$ cat src/rtl/lamp_pkg.sv
package lamp_pkg;

    localparam int SAMPLE_W    = 24;
    localparam int CODE_W      = 16;
    localparam int GAIN_W      = 16;
    localparam int GAIN_FRAC   = 8;
    localparam int INTEG_LIMIT = 1 << 20;

    typedef enum logic {
        DRV_SHAPED = 1'b0,
        DRV_TRUNC  = 1'b1
    } drive_mode_e;

endpackage

$ cat src/rtl/lamp_pid_core.sv
module lamp_pid_core #(
    parameter int DW   = lamp_pkg::SAMPLE_W,
    parameter int GW   = lamp_pkg::GAIN_W,
    parameter int FRAC = lamp_pkg::GAIN_FRAC,
    parameter int LIM  = lamp_pkg::INTEG_LIMIT
) (
    input  logic                 clk,
    input  logic                 rst,
    input  logic                 en,
    input  logic [DW-1:0]        setpoint,
    input  logic signed [GW-1:0] kp,
    input  logic signed [GW-1:0] ki,
    input  logic signed [GW-1:0] kd,
    input  logic                 smp_vld,
    input  logic [DW-1:0]        smp_data,
    output logic [DW-1:0]        cmd,
    output logic                 cmd_vld
);
    localparam int EW  = DW + 1;
    localparam int DVW = DW + 2;
    localparam int SW  = GW + DVW + 2;
    localparam logic signed [EW:0] LIM_P = (EW+1)'(LIM);
    localparam logic signed [EW:0] LIM_N = -LIM_P;

    logic signed [EW-1:0]  err, integ, prev_err, integ_nx;
    logic signed [EW:0]    isum;
    logic signed [DVW-1:0] deriv;
    logic signed [SW-1:0]  p_term, i_term, d_term, acc, scaled;
    logic [DW-1:0]         sat_val;

    always_comb begin
        err   = $signed({1'b0, setpoint}) - $signed({1'b0, smp_data});
        isum  = $signed({integ[EW-1], integ}) + $signed({err[EW-1], err});
        if (isum > LIM_P)
            integ_nx = LIM_P[EW-1:0];
        else if (isum < LIM_N)
            integ_nx = LIM_N[EW-1:0];
        else
            integ_nx = isum[EW-1:0];
        deriv  = $signed({err[EW-1], err}) - $signed({prev_err[EW-1], prev_err});
        p_term = SW'(kp) * SW'(err);
        i_term = SW'(ki) * SW'(integ_nx);
        d_term = SW'(kd) * SW'(deriv);
        acc    = p_term + i_term + d_term;
        scaled = acc >>> FRAC;
        if (scaled[SW-1])
            sat_val = '0;
        else if (|scaled[SW-2:DW])
            sat_val = '1;
        else
            sat_val = scaled[DW-1:0];
    end

    always_ff @(posedge clk) begin
        if (rst || !en) begin
            integ    <= '0;
            prev_err <= '0;
            cmd      <= '0;
            cmd_vld  <= 1'b0;
        end else begin
            cmd_vld <= smp_vld;
            if (smp_vld) begin
                integ    <= integ_nx;
                prev_err <= err;
                cmd      <= sat_val;
            end
        end
    end

    AST_INTEG_BOUND: assert property (@(posedge clk) disable iff (rst)
        ($signed({integ[EW-1], integ}) <= LIM_P) && ($signed({integ[EW-1], integ}) >= LIM_N))
        else $error("integrator outside clamp");

    AST_CMD_HELD: assert property (@(posedge clk) disable iff (rst)
        (en && !smp_vld) |=> $stable(cmd))
        else $error("command moved without a sample");

    AST_IGNORE_DISABLED: assert property (@(posedge clk) disable iff (rst)
        !en |=> (cmd == '0 && !cmd_vld))
        else $error("sample accepted while disabled");

endmodule

$ cat src/rtl/lamp_ds_requant.sv
module lamp_ds_requant
    import lamp_pkg::*;
#(
    parameter int DW = lamp_pkg::SAMPLE_W,
    parameter int CW = lamp_pkg::CODE_W
) (
    input  logic          clk,
    input  logic          rst,
    input  logic          en,
    input  drive_mode_e   mode,
    input  logic          load,
    input  logic [DW-1:0] cmd,
    output logic [CW-1:0] code
);
    localparam int FW = DW - CW;

    logic [DW-1:0] hold;
    logic [FW-1:0] err_acc;
    logic [FW:0]   lo_sum;
    logic [CW-1:0] hi, shaped;

    always_comb begin
        hi     = hold[DW-1:FW];
        lo_sum = {1'b0, err_acc} + {1'b0, hold[FW-1:0]};
        if (lo_sum[FW] && !(&hi))
            shaped = hi + CW'(1);
        else
            shaped = hi;
    end

    always_ff @(posedge clk) begin
        if (rst || !en) begin
            hold    <= '0;
            err_acc <= '0;
            code    <= '0;
        end else begin
            if (load)
                hold <= cmd;
            if (mode == DRV_TRUNC) begin
                code <= hi;
            end else begin
                err_acc <= lo_sum[FW-1:0];
                code    <= shaped;
            end
        end
    end

    AST_DISABLE_ZERO: assert property (@(posedge clk) disable iff (rst)
        !en |=> (code == '0))
        else $error("code not zero after disable");

    AST_TRUNC_CODE: assert property (@(posedge clk) disable iff (rst)
        (en && mode == DRV_TRUNC) |=> (code == $past(hold[DW-1:FW])))
        else $error("truncated code mismatch");

    AST_SHAPE_STEP: assert property (@(posedge clk) disable iff (rst)
        (en && mode == DRV_SHAPED) |=>
            (code == $past(hold[DW-1:FW])) || (code == $past(hold[DW-1:FW]) + CW'(1)))
        else $error("shaped code left its one-step window");

    AST_FULL_SCALE: assert property (@(posedge clk) disable iff (rst)
        (en && mode == DRV_SHAPED && (&hold[DW-1:FW])) |=> (&code))
        else $error("code wrapped at full scale");

endmodule

$ cat src/rtl/lamp_pid_ds.sv
module lamp_pid_ds
    import lamp_pkg::*;
#(
    parameter int DW   = lamp_pkg::SAMPLE_W,
    parameter int CW   = lamp_pkg::CODE_W,
    parameter int GW   = lamp_pkg::GAIN_W,
    parameter int FRAC = lamp_pkg::GAIN_FRAC,
    parameter int LIM  = lamp_pkg::INTEG_LIMIT
) (
    input  logic          clk,
    input  logic          rst,
    input  logic          en,
    input  logic          trunc_mode,
    input  logic [DW-1:0] setpoint,
    input  logic [GW-1:0] gain_p,
    input  logic [GW-1:0] gain_i,
    input  logic [GW-1:0] gain_d,
    input  logic          smp_vld,
    input  logic [DW-1:0] smp_data,
    output logic [CW-1:0] dac_code
);
    logic [DW-1:0] pid_cmd;
    logic          pid_vld;
    drive_mode_e   mode;

    assign mode = trunc_mode ? DRV_TRUNC : DRV_SHAPED;

    lamp_pid_core #(
        .DW(DW), .GW(GW), .FRAC(FRAC), .LIM(LIM)
    ) pid_i (
        .clk      (clk),
        .rst      (rst),
        .en       (en),
        .setpoint (setpoint),
        .kp       ($signed(gain_p)),
        .ki       ($signed(gain_i)),
        .kd       ($signed(gain_d)),
        .smp_vld  (smp_vld),
        .smp_data (smp_data),
        .cmd      (pid_cmd),
        .cmd_vld  (pid_vld)
    );

    lamp_ds_requant #(
        .DW(DW), .CW(CW)
    ) ds_i (
        .clk  (clk),
        .rst  (rst),
        .en   (en),
        .mode (mode),
        .load (pid_vld),
        .cmd  (pid_cmd),
        .code (dac_code)
    );

    AST_RESET_ZERO: assert property (@(posedge clk)
        rst |=> (dac_code == '0))
        else $error("code not zero in reset");

endmodule

$ cat config.mk
export PLATFORM = sky130hd
export DESIGN_NAME = lamp_pid_ds
export DESIGN_NICKNAME = d
export VERILOG_FILES = /design/src/rtl/lamp_pkg.sv /design/src/rtl/lamp_pid_core.sv /design/src/rtl/lamp_ds_requant.sv /design/src/rtl/lamp_pid_ds.sv
export SDC_FILE = /design/constraint.sdc
export NUM_CORES = 2
export LEC_CHECK = 0
export BUFFER_PORTS_ARGS = -buffer_cell sky130_fd_sc_hd__buf_4
export CORE_AREA = 5 5 316 318
export DETAILED_ROUTE_END_ITERATION = 8
export DIE_AREA = 0 0 321 323
export PLACE_DENSITY = 0.76
export SLEW_MARGIN = 15
export SYNTH_ARGS = -nofsm -noshare
export SYNTH_HDL_FRONTEND = slang
export SYNTH_SLANG_ARGS = --single-unit
$ cat constraint.sdc
create_clock -name clk -period 18.2 [get_ports clk]
set_clock_uncertainty 0.2 [all_clocks]
set_input_delay 0.91 -clock clk [delete_from_list [all_inputs] [get_ports clk]]
set_output_delay 0.91 -clock clk [all_outputs]
set_load 0.02 [all_outputs]
### Word-level counts from Yosys, hierarchy flattened

Cells that the tools add are included.

* $add $sub $neg: 7
* multiply operators: 3
* $lt $le $gt $ge: 2
* multiplexer cells: 7
* reductions and logical operators: 6

Operators by type and width (number)
* $add A44 B44 Y44: 2
* $mul A16 B25 Y41: 2
* $mux W25: 2
* $mux W24: 2
* $mul A16 B26 Y42: 1
* $mux W16: 2
* $add A25 B25 Y26: 1
* $gt A26 B22 Y1 const B: 1
* $lt A26 B21 Y1 const B: 1
* $sub A25 B25 Y26: 1
* $sub A24 B24 Y25: 1
* $add A16 B1 Y16 const B: 1
* $reduce_and A16 Y1: 1
* $reduce_or A12 Y1: 1
* $add A8 B8 Y9: 1
* $logic_not A1 Y1: 2
* $logic_and A1 B1 Y1: 1
* $logic_or A1 B1 Y1: 1
* $mux W1: 1

* register bits after elaboration: 123
* bits of input ports: 101
* logic and storage cells: 32

### Depth between registers and ports, before layout

* word-level depth: 11
* gate-level depth with buffers: 66

### Cells and area by module

From an unflattened synthesis, not the netlist that was laid out.

* cell total of the unflattened synthesis: 5792
* area, all modules: 52641.7 sq um

Modules (own cells, without submodules)
* lamp_pid_core: times used 1, cells each 5543, area an instance 50365.8 sq um
* lamp_ds_requant: times used 1, cells each 249, area an instance 2275.9 sq um

### Least setup slack after synthesis

Ideal clock, no wire load.

* path type: input to register
* start point: input setpoint[0]
* end point: register pid_i.cmd[10]
* library setup time: 0.122 ns
* arrival time: 14.889 ns
* path slack: 2.990 ns
* cell stages on the path: 60
* path buffers: 6
* cell sequence: inv_1 > ha_1 > inv_1 > fa_1 > a21o_1 > a21o_1 > a21oi_1 > o21ai_1 > a31oi_1 > o21ai_0 > a21oi_1 > xnor2_1 > clkbuf_1 > ha_1 > clkbuf_1 > nand2_1 > nor3_1 > a21oi_1 > [24 not listed] > o21ai_0 > o41ai_1 > o211ai_1 > a2111o_1 > a31oi_1 > xnor2_1 > fa_1 > ha_1 > and3_1 > and3_1 > and4_1 > a32oi_1 > a21oi_1 > or3_1 > a2111oi_0 > o2111ai_1 > clkbuf_1 > o311a_1

* longest elaborated chain between the ends: 11

RTL lines
* from (decl): line lamp_pid_ds.sv:14 `input logic [DW-1:0] setpoint,`
* $sub A24 B24 Y25 *: line lamp_pid_core.sv:32 `err = $signed({1'b0, setpoint}) - $signed({1'b0, smp_data});`
* named net pid_i.err[14]: line lamp_pid_core.sv:25 `logic signed [EW-1:0] err, integ, prev_err, integ_nx;`
* $add A25 B25 Y26: line lamp_pid_core.sv:33 `isum = $signed({integ[EW-1], integ}) + $signed({err[EW-1], err});`
* $lt A26 B21 Y1: line lamp_pid_core.sv:36 `else if (isum < LIM_N)`
* $mux W25: line lamp_pid_core.sv:36
* $mux W25: line lamp_pid_core.sv:34 `if (isum > LIM_P)`
* $mul A16 B25 Y41: line lamp_pid_core.sv:42 `i_term = SW'(ki) * SW'(integ_nx);`
* $add A44 B44 Y44: line lamp_pid_core.sv:44 `acc = p_term + i_term + d_term;`
* $add A44 B44 Y44 *: line lamp_pid_core.sv:44
* $reduce_or A12 Y1: line lamp_pid_core.sv:48 `else if (|scaled[SW-2:DW])`
* $mux W24: line lamp_pid_core.sv:48
* $mux W24 *: line lamp_pid_core.sv:46 `if (scaled[SW-1])`
* to (signal assigned): line lamp_pid_core.sv:65 `cmd <= sat_val;`
* to (decl): line lamp_pid_core.sv:16 `output logic [DW-1:0] cmd,`

The timed path passes the listed nets; every way through them passes the cells marked *.
A chain may end at the register's enable or synchronous reset.

### Worst setup path in the final report

* start point: input smp_data[1]
* end point: register pid_i.cmd[22]

* longest elaborated chain between the ends: 11

RTL lines
* from (decl): line lamp_pid_ds.sv:19 `input logic [DW-1:0] smp_data,`
* $sub A24 B24 Y25 *: line lamp_pid_core.sv:32
* named net pid_i.err[9]: line lamp_pid_core.sv:25
* $add A25 B25 Y26: line lamp_pid_core.sv:33
* $lt A26 B21 Y1: line lamp_pid_core.sv:36
* $mux W25: line lamp_pid_core.sv:36
* $mux W25: line lamp_pid_core.sv:34
* $mul A16 B25 Y41: line lamp_pid_core.sv:42
* $add A44 B44 Y44: line lamp_pid_core.sv:44
* $add A44 B44 Y44 *: line lamp_pid_core.sv:44
* $reduce_or A12 Y1: line lamp_pid_core.sv:48
* $mux W24: line lamp_pid_core.sv:48
* $mux W24 *: line lamp_pid_core.sv:46

Marked as above.

==> results by group <==
Timing
  – Setup TNS: 0 ps
  – Fin. Hold Viols: 0
  – Tmin final: 17,120 ps
  – Post-route clock period utilization: 0.941
  – Setup violators final: 0
  – Worst Max-Slew Pin Slew: 1180 ps
  – Final Slew Violations: 0
  – Slew Limit Headroom: 0.209
  – F_max: 0.0584 GHz
  – Setup WS post-layout: 1080 ps
  – RSZ-0062 raised after global routing: no

Yosys
  – Post-synth cell types: 88
  – Syn Inst Count: 6,651
  – Yosys top cell area share: 0.425
  – Synth top area cells: fa_1 43%, inv_1 9.5%, ha_1 9.3%, nand2_1 4.4%, dfxtp_1 4.3%
  – Yosys warns: 0
  – Sequential area share after synthesis: 0.0428
  – Number of enable flip-flop cells after synthesis: 0
  – Top-count cell post-synth: inv_1
  – Largest area contributor in the netlist: fa_1
  – Synth top cells by count: 1,459 x inv_1, 1,223 x fa_1, 676 x nand2_1, 428 x ha_1, 286 x clkbuf_1
  – Post-Syn Area per Cell: 8.65 um^2
  – Asr flop ratio synth: 0
  – Syn nets: 8,403
  – Post-synthesis cell area: 57,500 um^2
  – Number of synthesized register bits: 123
  – Dominant synthesized flop cell: dfxtp_1

Critical path
  – Worst EP required: 18,350 ps
  – Type of origin of the critical path: primary input
  – Data arrival, critical path: 17,260 ps
  – Worst-path fanout max: 41
  – Worst Setup End Kind: flip-flop
  – Critical path's largest stage delay: 560 ps
  – Crit Path Class: primary input to flip-flop
  – Slowest-stage cell, CP: fa_1

Clock network
  – Total clock sinks: 123
  – # hold bufs at CTS: 0
  – TritonCTS clock tree: done
  – CTS root buffer: clkbuf_16
  – H-tree levels: 4
  – Clk slew on worst S/H paths: 60 ps
  – Clk_lat worst skew: 470 ps
  – Cts bufs inserted: 17
  – Clock Tree Buf Depth: 2

Floorplan
  – Initial core utilization: 0.598
  – Site row count: 114
  – IO Pins: 117
  – Die X-Extent: 321 um
  – Die ar.: 104,000 um^2
  – CORE AREA: 96,300 um^2
  – Die height: 323 um

Route
  – Drt total wl: 166 mm
  – Via-to-Cell Ratio: 5.92
  – DR pass1 iterations: 6
  – Drt drc: 0
  – ANT nets after route: 0
  – Post-DR wirelength/cell: 21.2 um
  – Via count: 46,500
  – Initial drt markers: 3,826

GRT
  – Largest net degree at the start of global routing: 74
  – First-pass GRT wire length: 267 mm
  – Total congestion overflow: 0
  – GRT Overall Usage: 0.325
  – Initial antenna violation count: 6
  – Vias in the first global route: 48,300

Placed design
  – Dpl ws: 307 ps
  – Port buffer count: 116
  – Dpl cells: 7,816
  – Gp weighted congestion: 0.959
  – HPWL Detailed: 134 mm

Layout
  – Nets: 8,314
  – Area Overhead vs Synth: 4.74%
  – Final cell count without fillers: 7,853
  – Layout cell share with drive strength beyond 1: 0.0657

Hold path
  – Hold Path Class: flip-flop to flip-flop

Flow run
  – Max_cap viols: 0

Status
  – Status: completed
==> routing by layer <==
metal  global-route usage  up-vias  share of wire
met5                    0        -        0.00025
met4                0.144        6          0.057
met3               0.0626      492          0.096
met2                0.525     2200           0.46
met1                0.432    23200           0.39
li1                     -    20600              -
==> worst max-delay path: cells and delay by family <==
family	cells	cell delay, ps
xor+xnor	3	670
simple gates	12	2810
buf+inv	11	1500
fa+ha+maj	11	4550
compound gates	24	6810
==> stage by stage <==
stage	util	hold WS [ps]	instance area, um^2
final	0.626	273	60300
after CTS	0.626	273	60200
after floorplan	-	234	57500
after detailed placement	0.619	260	59600
after global placement	0.619	252	59600
after global routing	0.626	297	60300
==> layout by cell type (no fill, tap or decap), drive strengths merged, types with 48 or more instances in the layout <==
master	instances
fa	1223
nor2	214
xor2	79
o21ai	164
nor2b	57
ha	428
buf	221
and3	48
inv	1467
nand2	676
a21o	104
and2	251
mux2i	59
nand2b	73
xnor2	151
nor3	246
a21oi	229
dfxtp	123
nand3	210
==> path summary, 6_finish.rpt <==
path,startpoint,end,slack (ps),cells after the start
max,smp_data[1],pid_i.cmd[22],1080,61
max reg2reg,pid_i.integ[0],pid_i.cmd[22],3590,49
min reg2reg,ds_i.err_acc[6],ds_i.err_acc[6],270,2
min,ds_i.err_acc[6],ds_i.err_acc[6],270,2
==> cell families (layout without fill, tap and decap cells) <==
group	Yosys count	in the layout	synth area share
AND/OR/NAND/NOR	1947	1947	0.175
buffers and inverters	1798	1721	0.120
adder cells (fa/ha/maj)	1651	1651	0.519
other	0	2	0
multiplexers	75	75	0.0134
AO/OA/AOI/OAI	827	828	0.0953
flip-flops	123	123	0.0428
XOR/XNOR	230	230	0.0356
==> area by class of cell <==
cell class | instances | area [um^2]
Fill cell | 8241 | 36000
Clock buffer | 17 | 425
Timing Repair Buffer | 221 | 1680
Inverter | 1468 | 5510
Antenna cell | 2 | 5.00
Tap cell | 1276 | 1600
Multi-Input combinational cell | 4731 | 48400
Clock inverter | 15 | 175
Sequential cell | 123 | 2460
==> timing repair <==
item                                    in CTS  in global routing
resized for setup                            0                  4
setup buffers                                0                  2
endpoints found under the setup margin       0                 24
==> flip-flops by register name, indices dropped and copies added, names as in the netlist <==
signal / cells
pid_i.prev_err: 25
pid_i.cmd: 24
pid_i.integ: 25
ds_i.hold: 24
ds_i.code: 16
pid_i.cmd_vld: 1
ds_i.err_acc: 8
Power is left out: the tool's default activity adds up to more than one toggle a clock period on the data nets, which glitch-free logic cannot reach.
